File: src/rtl/vid_pkg.sv
package vid_pkg;
  localparam int VID_MAX_SLOTS = 8;
  localparam int VID_SLOT_W    = 8;
  localparam int VID_EN_BIT    = 4;
  localparam int VID_CSR_W     = VID_MAX_SLOTS * VID_SLOT_W;
  localparam int VID_ID_W      = 4;
endpackage

File: src/rtl/vid_slot_store.sv
module vid_slot_store #(
  parameter int NUM_BANKS = 4,
  parameter int ID_W      = vid_pkg::VID_ID_W
) (
  input  logic                              clk,
  input  logic                              rst,
  input  logic                              wr,
  input  logic [vid_pkg::VID_CSR_W-1:0]     wdata,
  output logic [NUM_BANKS*ID_W-1:0]         ids,
  output logic [NUM_BANKS-1:0]              ens,
  output logic [vid_pkg::VID_CSR_W-1:0]     view
);
  import vid_pkg::*;

  logic [ID_W-1:0]      id_q [NUM_BANKS];
  logic [NUM_BANKS-1:0] en_q;

  for (genvar i = 0; i < NUM_BANKS; i++) begin : g_slot
    always_ff @(posedge clk) begin
      if (rst) begin
        id_q[i] <= '0;
        en_q[i] <= 1'b0;
      end else if (wr) begin
        id_q[i] <= wdata[i*VID_SLOT_W +: ID_W];
        en_q[i] <= wdata[i*VID_SLOT_W + VID_EN_BIT];
      end
    end
    assign ids[i*ID_W +: ID_W] = id_q[i];
    assign ens[i]              = en_q[i];
  end

  for (genvar s = 0; s < VID_MAX_SLOTS; s++) begin : g_view
    if (s < NUM_BANKS) begin : g_impl
      always_comb begin
        view[s*VID_SLOT_W +: VID_SLOT_W]     = '0;
        view[s*VID_SLOT_W +: ID_W]           = id_q[s];
        view[s*VID_SLOT_W + VID_EN_BIT]      = en_q[s];
      end
    end else begin : g_absent
      assign view[s*VID_SLOT_W +: VID_SLOT_W] = '0;
    end
  end

  // reset leaves every enable clear
  a_r1_reset_clears: assert property (@(posedge clk) rst |=> (en_q == '0));
  // slot 0 enable follows the write word
  a_r2_write_loads: assert property (@(posedge clk) disable iff (rst)
    wr |=> (en_q[0] == $past(wdata[VID_EN_BIT])));
endmodule

File: src/rtl/vid_match.sv
module vid_match #(
  parameter int NUM_BANKS = 4,
  parameter int ID_W      = vid_pkg::VID_ID_W
) (
  input  logic                      clk,
  input  logic                      rst,
  input  logic                      valid,
  input  logic [ID_W-1:0]           bank,
  input  logic [NUM_BANKS*ID_W-1:0] ids,
  input  logic [NUM_BANKS-1:0]      ens,
  output logic [NUM_BANKS-1:0]      sel,
  output logic                      dup
);
  logic [NUM_BANKS-1:0] hit;
  logic [NUM_BANKS-1:0] first;
  logic                 multi;

  for (genvar i = 0; i < NUM_BANKS; i++) begin : g_cmp
    assign hit[i] = ens[i] && (ids[i*ID_W +: ID_W] == bank);
  end

  assign first = hit & (~hit + NUM_BANKS'(1));
  assign multi = (hit & (hit - NUM_BANKS'(1))) != '0;

  always_ff @(posedge clk) begin
    if (rst) begin
      sel <= '0;
      dup <= 1'b0;
    end else begin
      sel <= valid ? first : '0;
      dup <= valid && multi;
    end
  end

  // select is at most one-hot
  a_r9_onehot: assert property (@(posedge clk) disable iff (rst) $onehot0(sel));
  // idle bus gives no select next cycle
  a_r6_idle_quiet: assert property (@(posedge clk) disable iff (rst)
    !valid |=> (sel == '0 && !dup));
  // a duplicate always comes with a winning select
  a_r7_dup_has_winner: assert property (@(posedge clk) disable iff (rst)
    dup |-> $onehot(sel));
  // disabled slots cannot be selected
  a_r5_disabled_silent: assert property (@(posedge clk) disable iff (rst)
    valid |=> ((sel & ~$past(ens)) == '0));
endmodule

File: src/rtl/vid_bank_matcher.sv
module vid_bank_matcher #(
  parameter int NUM_BANKS = 4,
  parameter int ID_W      = vid_pkg::VID_ID_W
) (
  input  logic                          clk,
  input  logic                          rst,
  input  logic                          csr_wr,
  input  logic                          csr_rd,
  input  logic [vid_pkg::VID_CSR_W-1:0] csr_wdata,
  output logic [vid_pkg::VID_CSR_W-1:0] csr_rdata,
  input  logic                          ab_valid,
  input  logic [ID_W-1:0]               ab_bank,
  output logic [NUM_BANKS-1:0]          bank_sel,
  output logic                          dup_err
);
  import vid_pkg::*;

  logic [NUM_BANKS*ID_W-1:0] ids;
  logic [NUM_BANKS-1:0]      ens;
  logic [VID_CSR_W-1:0]      view;

  vid_slot_store #(.NUM_BANKS(NUM_BANKS), .ID_W(ID_W)) u_store (
    .clk(clk), .rst(rst), .wr(csr_wr), .wdata(csr_wdata),
    .ids(ids), .ens(ens), .view(view)
  );

  vid_match #(.NUM_BANKS(NUM_BANKS), .ID_W(ID_W)) u_match (
    .clk(clk), .rst(rst), .valid(ab_valid), .bank(ab_bank),
    .ids(ids), .ens(ens), .sel(bank_sel), .dup(dup_err)
  );

  always_ff @(posedge clk) begin
    if (rst)         csr_rdata <= '0;
    else if (csr_rd) csr_rdata <= view;
  end

  // spare bits of slot 0 always read as zero
  a_r3_spare_zero: assert property (@(posedge clk) disable iff (rst)
    csr_rdata[VID_SLOT_W-1:VID_EN_BIT+1] == '0);
endmodule

File: config.mk
export PLATFORM = sky130hd
export DESIGN_NAME = vid_bank_matcher
export DESIGN_NICKNAME = d
export VERILOG_FILES = /design/src/rtl/vid_pkg.sv /design/src/rtl/vid_slot_store.sv /design/src/rtl/vid_match.sv /design/src/rtl/vid_bank_matcher.sv
export SDC_FILE = /design/constraint.sdc
export NUM_CORES = 1
export LEC_CHECK = 0
export BUFFER_PORTS_ARGS = -buffer_cell sky130_fd_sc_hd__buf_2
export CAP_MARGIN = 20
export CORE_MARGIN = 2
export CORE_UTILIZATION = 43
export CTS_BUF_LIST = sky130_fd_sc_hd__clkbuf_8
export DETAILED_ROUTE_END_ITERATION = 10
export GPL_TIMING_DRIVEN = 0
export PLACE_DENSITY = 0.88
export SLEW_MARGIN = 20
export SYNTH_ARGS = -nofsm -noshare
export SYNTH_HDL_FRONTEND = slang
export SYNTH_SLANG_ARGS = --single-unit
File: constraint.sdc
create_clock -name clk -period 1.65 [get_ports clk]
set_clock_uncertainty 0.05 [all_clocks]
set_input_delay 0.0825 -clock clk [delete_from_list [all_inputs] [get_ports clk]]
set_output_delay 0.0825 -clock clk [all_outputs]
set_load 0.05 [all_outputs]
* After elaboration in Yosys (flattened, before gate mapping)
Memories as Yosys holds them, arrays and structs flattened.
Cells that the tools add are included.
** Word-level totals
- RAM bits :: 16
- Bits of input ports :: 73
- Memories :: 1
- Register bits :: 29
- Output and inout port bits :: 69
- Logic and storage cells :: 38
** Operators by class
- Equal/unequal tests :: 4
- $add $sub $neg :: 2
- Bitwise gates (word level) :: 8
- Reductions and logical operators :: 7
- Muxes and demuxes :: 9
** Memories
- u_store.id_q :: words 4, bits a word 4, read ports 4, clocked after memory_dff 0, write ports 4, RTL line vid_slot_store.sv:15 : logic [ID_W-1:0] id_q [NUM_BANKS];
** Operators by type and width (number)
- == test 4 bit :: 4
- 2-to-1 mux 4 bit :: 4
- AND 4 bit :: 2
- logical AND 1 bit :: 5
- 2-to-1 mux 1 bit :: 5
- adder 4 x 1 -> 4 bit (second input constant) :: 1
- inverter 4 bit :: 1
- OR 1 bit :: 4
- nonzero test 4 bit :: 1
- subtractor 4 x 1 -> 4 bit (second input constant) :: 1
- OR reduction 2 bit :: 1
- inverter 1 bit :: 1

* Depth between registers and ports, before layout
Gate-level depths: netlist of run 1.
An unclocked memory read counts as a cell.
- Depth in word-level cells :: 7
- Mapped depth :: 5
- Gate-level depth less buffers :: 5

* Modules after synthesis
From an unflattened synthesis of run 1, not the netlist that was laid out.
** Unflattened totals
- Cells, all modules :: 360
- Area total of the unflattened synthesis :: 3908.7 µm²
** By module, submodules not included
- vid_bank_matcher :: area an instance 2290.9 µm², cells an instance 206, times used 1, sequential area each 1281.2 µm²
- vid_slot_store :: area an instance 1260.0 µm², cells an instance 113, times used 1, sequential area each 560.5 µm²
- vid_match :: area an instance 357.8 µm², cells an instance 41, times used 1, sequential area each 100.1 µm²

* Worst setup path after synthesis of run 1
OpenSTA, ideal clock, no wires.
- Path type :: reg-to-reg
- Start point :: mem u_store.id_q[0][0] (netlist name)
- End point :: reg u_match.dup
- Arrival time :: 1296 ps
- Buffers on the path :: 0
- Path slack :: 238 ps
- Stages on the path, launching flop included :: 6
- Setup time :: 66 ps
- Period minus slack after synthesis :: 1412 ps
- Required time :: 1534 ps
- Cell sequence :: edfxtp_1 -> xor2_1 -> nor3_2 -> nand3_2 -> maj3_2 -> a21oi_2
** RTL lines
- start: declaration :: RTL line vid_slot_store.sv:15
- end signal: assignment :: RTL line vid_match.sv:31 : dup <= valid && multi;
- end: declaration :: RTL line vid_match.sv:12 : output logic dup

==> results of run 1 <==
-- synthesized netlist by cell type --
| library cell | count | area share [%] |
|---|---|---|
| xor2_1 | 12 | 4.9 |
| nor3_1 | 3 | 0.70 |
| dfxtp_1 | 29 | 27 |
| nor3b_1 | 1 | 0.35 |
| nand3_1 | 4 | 0.94 |
| or2_2 | 1 | 0.29 |
| xnor2_1 | 4 | 1.6 |
| mux2i_1 | 24 | 11 |
| nand2_1 | 1 | 0.18 |
| buf_2 | 3 | 0.70 |
| a31o_2 | 1 | 0.41 |
| conb_1 | 1 | 0.18 |
| nor3_2 | 1 | 0.47 |
| maj3_2 | 1 | 0.53 |
| buf_4 | 44 | 16 |
| nor2_1 | 27 | 4.8 |
| edfxtp_1 | 16 | 23 |
| clkbuf_1 | 3 | 0.53 |
| buf_1 | 2 | 0.35 |
| nor2b_1 | 2 | 0.59 |
| nand2b_1 | 1 | 0.29 |
| nand3_2 | 1 | 0.47 |
| a21oi_2 | 1 | 0.41 |
| and2_1 | 16 | 4.7 |
-- layout make-up --
class	instances	area, sq um	share of cell area [%]
flip-flops and latches	45	1060	37.8
multi-input cells	145	882	31.4
plain buffers	52	364	13.0
repair buffers	57	325	11.6
well taps	67	83.8	2.99
clock buffers	6	82.6	2.94
clock inverters	2	7.51	0.267
-- cell usage in the layout, fill, tap and decap left out, drive strengths merged --
| cell type | count |
|---|---|
| inv | 2 |
| a21oi | 1 |
| xnor2 | 4 |
| nand2b | 1 |
| nor3b | 1 |
| and2 | 16 |
| or2 | 1 |
| nand2 | 1 |
| a31o | 1 |
| edfxtp | 16 |
| maj3 | 1 |
| nand3 | 5 |
| mux2i | 24 |
| nor3 | 4 |
| buf | 98 |
| nor2b | 2 |
| xor2 | 12 |
| dlygate4sd3 | 8 |
| clkbuf | 9 |
| dfxtp | 29 |
| conb | 44 |
| nor2 | 27 |
-- per-stage QoR --
step | worst slack, ps | utilization [%] | total power, mW
2_1_floorplan | 238 | - | 1.80
3_3_place_gp | 82.7 | 55.1 | 1.88
3_5_place_dp | 51.3 | 55.1 | 1.90
4_1_cts | 24.2 | 58.7 | 2.58
5_1_grt | 1.74 | 59.0 | 2.68
6_report | 88.1 | 59.0 | 2.58
-- worst max-delay path, cell delays in order, from the launching register on --
cell and delay, ps:
edfxtp_1 420, xor2_1 190, nor3_2 210, nand3_1 180
maj3_2 340, a21oi_2 120
-- timing repair --
item | in CTS | in global routing
gates resized for setup | 0 | 3
hold endpoints to repair | 8 | 0
endpoints found under the setup margin | 0 | 1
buffers inserted | 0 | 0
hold buffers | 8 | 0
-- flip-flops by register name (all words and copies together), names as in the netlist --
| name | count |
|---|---|
| csr_rdata | 20 |
| u_store.id_q | 16 |
| u_match.sel | 4 |
| u_store.ens | 4 |
| u_match.dup | 1 |
-- worst max-delay path by stage --
stage / end / slack, ps / depth (start not counted)
2_1_floorplan: u_match.dup / 240 / 5
3_3_place_gp: u_match.dup / 80 / 5
3_5_place_dp: u_match.dup / 50 / 5
4_1_cts: u_match.dup / 20 / 5
5_1_grt: u_match.dup / 2 / 5
6_report: u_match.dup / 90 / 5
-- metal layers --
layer | up-vias | GRT usage (%) | part of all wire [%]
met4 | 0 | 5.75 | 1.2
met2 | 65 | 28.7 | 51
met5 | - | 0 | 0
met1 | 661 | 16.7 | 40
met3 | 7 | 6.37 | 7.9
li1 | 768 | - | -
-- power breakdown --
| part | leakage, nW | internal [mW] | switching [mW] |
|---|---|---|---|
| Clock | 0.0538 | 0.329 | 0.355 |
| Combinational | 0.985 | 0.198 | 0.438 |
| Sequential | 0.409 | 1.21 | 0.0422 |
-- kinds of logic after synthesis --
kind of cell | after synthesis
mux | 24
other cells | 1
compound gates | 2
fa+ha+maj | 1
simple gates | 58
xor+xnor | 16
flops | 45
buf+inv | 52
==> results.cfg, run 1 <==
[setup_path]
cp.required_ps = 1840
startpoint = u_store.id_q[2][0]
critPathArrivalTime_ps = 1760
path_max_fanout = 4
crit_type = flip-flop to flip-flop
reg2reg_from = u_store.id_q[2][0]
r2r_setup_slack_ps = 90
crit_path_end_kind = flip-flop
startpoint_type = flip-flop
rr_worst_depth = 5
reg2reg_to = u_match.dup

[logic_synthesis]
synth_compound_area_share_pct = 0.822
synth-xor-area-share_pct = 6.58
synth_mux_area_share_pct = 11.3
synthSimpleGateAreaFrac_pct = 13.7
synth_area_sq_um = 2130
synth-seq-cells = 45
syn_inst = 199
ys_seq_area_share_pct = 49.8
yosysUniqueCellTypes = 24
synth_top_family_by_area = buffers and inverters
ys_warn_count = 0
syn_avg_cell_area_sq_um = 10.7
synthAdderAreaFrac_pct = 0.528

[floorplan]
core-area_sq_um = 4750
fp.dieW_um = 74.4
die_h_um = 74.4
fp.dieArea_sq_um = 5530
start_util_pct = 44.8
rows = 25
ios = 142

[global_route]
antenna_found_initial = 0
grt_pass1_vias = 1466
grt_usage_pct = 15.9
grt_max_degree = 17
grt_pass1_wl_um = 6400
grt-ovfl-total = 0

[min_path]
whs_endpoint = u_store.id_q[0][2]
hold_path.class = input port to flip-flop
hp-start = csr_wdata[2]
holdPathStages = 2

[power_and_ir_drop]
powerDensity_nw_per_um2 = 918
ir_worst_vdd_uv = 517
p_leak_nw = 1.45

[route]
via_per_inst = 4.01
wire_per_inst_um = 11.5
drtIter0Drc = 19
via_count = 1501
route.detailed.drc = 0
wl_um = 4310
ant_nets = 0
drt_pass1_iterations = 6

[sta]
setup_violations = 0
fmax_mhz = 640
hold_viol_final = 0
rsz0062_at_grt = no
tns_ps = 0
fin_crit_sh_pct = 94.7
fin_crit_ps = 1560
whs_ps = 3.68
slew_viol_final = 0

[clock_network]
cts_sinks = 45
cts_buffers = 5
path_clk_slew_ps = 80
cts_max_path_buffers = 2
insertion_delay_ps = 300
cts_max_level = 2
root_buffer = clkbuf_8
cts_tree = built

[layout]
antenna_cells = 0
fin_nets = 379
area_delta_synth_final_pct = 31.7
nFillCells = 441
layout-drive-gt1-share_pct = 36.2
final_cells = 374
finalInstanceArea_sq_um = 2810

[run]
drv_cap = 0

[placement]
place_hpwl_um = 3290
postPlaceCellArea_sq_um = 2620
dp_cells = 358
io_buffers = 49
gp_congestion = 0.795

[status]
status = complete, no violations
Power figures use the tool's default switching activity.
==> run 2: changes to the inputs <==
--- a/config.mk
+++ b/config.mk
@@ -9,2 +9,3 @@
 export CAP_MARGIN = 20
+export CORE_ASPECT_RATIO = 1.2
 export CORE_MARGIN = 2
==> constraint.sdc (replaced) <==
create_clock -name clk -period 1.65 [get_ports clk]
set_clock_uncertainty 0.05 [all_clocks]
set_input_delay 0.165 -clock clk [delete_from_list [all_inputs] [get_ports clk]]
set_output_delay 0.165 -clock clk [all_outputs]
set_load 0.05 [all_outputs]
==> run 2 against run 1 <==
Die area is essentially flat; largest power group unchanged; clock power decreased by 8.5%; hold slack better by 50 ps; critical path type unchanged; highest routed layer unchanged.
==> results.cfg, run 2 (synthesis results as in run 1) <==
[placement]
gp_congestion = 0.738
pre_cts_ws_ps = 63.8
place_hpwl_um = 3160
io_buffers = 49

[setup_path]
critPathArrivalTime_ps = 1740
slowest_stage = edfxtp_1
crit_type = flip-flop to flip-flop
crit_path_cell_trace = xor2_1 -> nor3_2 -> nand3_1 -> maj3_2 -> a21oi_2
crit_path_end_kind = flip-flop
path_max_fanout = 3
cp.required_ps = 1840
path_buf_inv = 0
reg2reg_from = u_store.id_q[3][0]
startpoint_type = flip-flop
startpoint = u_store.id_q[3][0]
r2r_setup_slack_ps = 90
cp_top_family = flip-flops
max_stage_delay_ps = 410

[min_path]
hp-start = csr_wdata[28]
hold_path.class = input port to flip-flop

[layout]
final_common_cell = buf_2
area_delta_synth_final_pct = 27.2
multi_input_area_sq_um = 877
largest_register = csr_rdata
largest_register_ffs = 20
final_cell_mix = buf_2 (52), buf_4 (45), conb_1 (44), dfxtp_1 (29), nor2_1 (27)
fin_nets = 372
antenna_cells = 0
layout-drive-gt1-share_pct = 36.7
seq_area_sq_um = 1060
reg.largest.list = csr_rdata x20, u_store.id_q x16
nFillCells = 439

[sta]
slew_viol_final = 0
fin_crit_sh_pct = 94.3
fmax_mhz = 643
finalWorstSetupSlack_ps = 94.2
hold_viol_final = 0
setup_violations = 0
tns_ps = 0
fin_crit_ps = 1560

[clock_network]
root_buffer = clkbuf_8
cts_max_level = 2
cts_sinks = 45
insertion_delay_ps = 290
path_clk_slew_ps = 80
cts_buffers = 5
cts_max_path_buffers = 2
cts_tree = built

[route]
wire_per_inst_um = 11.3
wl_um = 4060
via_count = 1476
ant_nets = 0
drt_pass1_iterations = 4
drtIter0Drc = 64
via_per_inst = 4.10
route.detailed.drc = 0

[floorplan]
die_h_um = 81.1
ios = 142
fp.dieArea_sq_um = 5540
rows = 28
start_util_pct = 43.8
core-area_sq_um = 4870
fp.dieW_um = 68.3

[global_route]
antenna_found_initial = 0
grt-ovfl-total = 0
grt_max_degree = 17
grt_usage_pct = 15.6
grt_pass1_vias = 1458
grt_pass1_wl_um = 6310

[power_and_ir_drop]
powerDensity_nw_per_um2 = 923
ir_worst_vdd_uv = 344
p_leak_nw = 1.42

[run]
drv_cap = 0

[status]
status = complete, no violations
==> run 2: changes by cell type in the layout (fill, tap and decap cells not counted) <==
cell           before  now
buf_4              44   45
clkbuf_8            6    5
dlygate4sd3_1       8    0
inv_1               2    3
nand3_1             3    4
nand3_2             2    1
==> run 2: where the power goes <==
group / switching, mW / internal [mW]
clock network: 0.344 / 0.282
registers: 0.0409 / 1.21
logic: 0.432 / 0.186
==> run 2: layout make-up <==
cell class | count | share of cell area, %
Sequential cell | 45 | 39.2
Multi-Input combinational cell | 145 | 32.4
Buffer | 52 | 13.4
Timing Repair Buffer | 50 | 9.33
Tap cell | 60 | 2.77
Clock buffer | 5 | 2.54
Clock inverter | 3 | 0.416
==> run 2: worst min-delay path, cell delays in order <==
cell	delay, ps
buf_2	80
mux2i_1	50
nor2_1	70
==> run 2: per-layer routing <==
metal / up-vias / routed length, um / GRT usage (%)
met5: - / 0 / 0
met4: 0 / 79 / 7.20
met3: 8 / 415 / 5.40
met2: 77 / 1990 / 27.3
met1: 633 / 1580 / 16.6
li1: 758 / - / -
==> run 2: worst paths after layout <==
check	cells past startpoint	endpoint
min	3	u_store.ens[3]
min reg2reg	2	csr_rdata[20]
max	5	u_match.dup
max reg2reg	5	u_match.dup
==> run 2: what timing repair did <==
action,in CTS,in global routing
hold buffers,0,0
resized for setup,0,2
setup endpoints to repair,0,1
setup buffers,0,1
==> run 2: through the flow <==
step           hold WS, ps  area, sq um  util, %  instances  power [mW]
2_1_floorplan          262         2290        -        242        1.80
3_3_place_gp           353         2610     53.6        351        1.88
3_5_place_dp           362         2610     53.6        351        1.89
4_1_cts               48.0         2690     55.3        359        2.52
5_1_grt               57.3         2710     55.7        360        2.61
6_report              53.5         2710     55.7        360        2.50
==> run 3: changes to the inputs <==
CORE_ASPECT_RATIO = 2   (was 1.2)
==> run 3 against run 2 <==
Sequential power about the same; core utilization up 0.89 points; sequential share of layout area fell by 0.22 points; register-to-register slack about the same; critical path depth did not move; design area grew 0.55%; clock power rose by 24%; global-route usage fell by 0.17 points; critical endpoint unchanged.
==> results.cfg, run 3 (synthesis results as in run 1) <==
[status]
status = complete, no violations

[route]
route.detailed.drc = 0
wl_um = 4080
wire_per_inst_um = 11.5
ant_nets = 0
drtIter0Drc = 11
drt_pass1_iterations = 4
via_per_inst = 4.26
via_count = 1518

[floorplan]
ios = 142
die_h_um = 104
core-area_sq_um = 4820
fp.dieW_um = 53.8
rows = 36
fp.dieArea_sq_um = 5570
start_util_pct = 44.2

[layout]
final_cells = 356
final_cell_mix = buf_2 (52), buf_4 (44), conb_1 (44), dfxtp_1 (29), nor2_1 (27)
largest_register_ffs = 20
antenna_cells = 0
largest_register = csr_rdata
fin_nets = 371
area_delta_synth_final_pct = 27.9
layout-drive-gt1-share_pct = 36.8
final_common_cell = buf_2
reg.largest.list = csr_rdata x20, u_store.id_q x16

[clock_network]
cts_max_path_buffers = 2
cts_resized = 0
cts_hold_repair.buffers = 0
cts_max_level = 2
insertion_delay_ps = 290
cts_sinks = 45
root_buffer = clkbuf_8
path_clk_slew_ps = 80
cts_buffers = 5
cts_tree = built
post_cts_buffers = 0

[setup_path]
rr_worst_depth = 5
critPathArrivalTime_ps = 1740
crit_type = flip-flop to flip-flop
r2r_setup_slack_ps = 90
reg2reg_from = u_store.id_q[3][0]
cp.depth = 5
reg2reg_to = u_match.dup
crit_path_end_kind = flip-flop
max_stage_delay_ps = 450
crit_path_cell_trace = xor2_1 -> nor3_1 -> nand3_1 -> maj3_2 -> a21oi_2
path_max_fanout = 3
path_buf_inv = 0
cp_top_family = flip-flops
cp.required_ps = 1830
slowest_stage = edfxtp_1
startpoint_type = flip-flop

[global_route]
grt_max_degree = 17
grt_pass1_vias = 1452
grt_usage_pct = 15.5
grt_pass1_wl_um = 6160
grt-ovfl-total = 0
met3_usage_pct = 4.47
antenna_found_initial = 0
busiest_layer = met2
grtUsageMet1_pct = 13.8
grt_util_met2_pct = 27.3

[min_path]
holdPathStages = 3
hp-start = csr_wdata[28]
hold_path.class = input port to flip-flop
whs_endpoint = u_store.ens[3]

[placement]
gp_congestion = 0.774
place_hpwl_um = 3380
dp_cells = 348
io_buffers = 49

[sta]
fin_crit_ps = 1560
slew_viol_final = 0
hold_viol_final = 0
rsz0062_at_grt = no
fmax_mhz = 641
setup_violations = 0
fin_crit_sh_pct = 94.6
tns_ps = 0

[run]
drv_cap = 0

[power_and_ir_drop]
p_leak_nw = 1.42
power_mw = 2.65
powerDensity_nw_per_um2 = 974
ir_worst_vdd_uv = 679
run 3: cell types whose count changed in the layout (fill, tap and decap cells not counted), sizes merged:
cell | previous run | this run
inv | 3 | 1
clkinv | 0 | 1
buf | 99 | 98
bufinv | 0 | 1
run 3: worst min-delay path: cells and delay by family:
family | cells | cell delay [ps]
buffers and inverters | 1 | 70
muxes | 1 | 50
and+or+nand+nor | 1 | 80
run 3: worst max path at each step:
stage | from | end | slack, ps
2_1_floorplan | u_store.id_q[0][0] | u_match.dup | 240
3_5_place_dp | u_store.id_q[2][0] | u_match.dup | 60
4_1_cts | u_store.id_q[2][0] | u_match.dup | 40
5_1_grt | u_store.id_q[3][0] | u_match.dup | 7
3_3_place_gp | u_store.id_q[2][0] | u_match.dup | 80
6_report | u_store.id_q[3][0] | u_match.dup | 90
run 3: per-stage QoR:
| stage | hold WS (ps) | instance area, sq um | utilization, % | setup WS (ps) |
|---|---|---|---|---|
| global route | 52.9 | 2730 | 56.5 | 6.90 |
| detailed placement | 365 | 2610 | 54.1 | 62.7 |
| global placement | 358 | 2610 | 54.1 | 81.4 |
| CTS | 56.9 | 2720 | 56.3 | 38.7 |
| finish | 59.7 | 2730 | 56.5 | 89.8 |
| floorplan | 262 | 2290 | - | 238 |
run 3: where the power goes:
| part | internal [mW] | switching [mW] |
|---|---|---|
| combinational | 0.185 | 0.434 |
| sequential | 1.21 | 0.0418 |
| clock | 0.441 | 0.339 |
| total | 1.84 | 0.814 |
run 3: per-layer routing:
layer	wire length (um)	vias up	part of all wire (%)
met3	408	10	10
met5	0	-	0
met1	1280	667	31
met4	161	0	3.9
li1	-	756	-
met2	2230	85	55
run 3: layout make-up:
type	count	area (sq um)
multi-input combinational	145	877
clock buffer	5	68.8
buffer	52	364
timing repair buffer	49	245
fill	422	2090
clock inverter	3	37.5
tap	57	71.3
sequential	45	1060
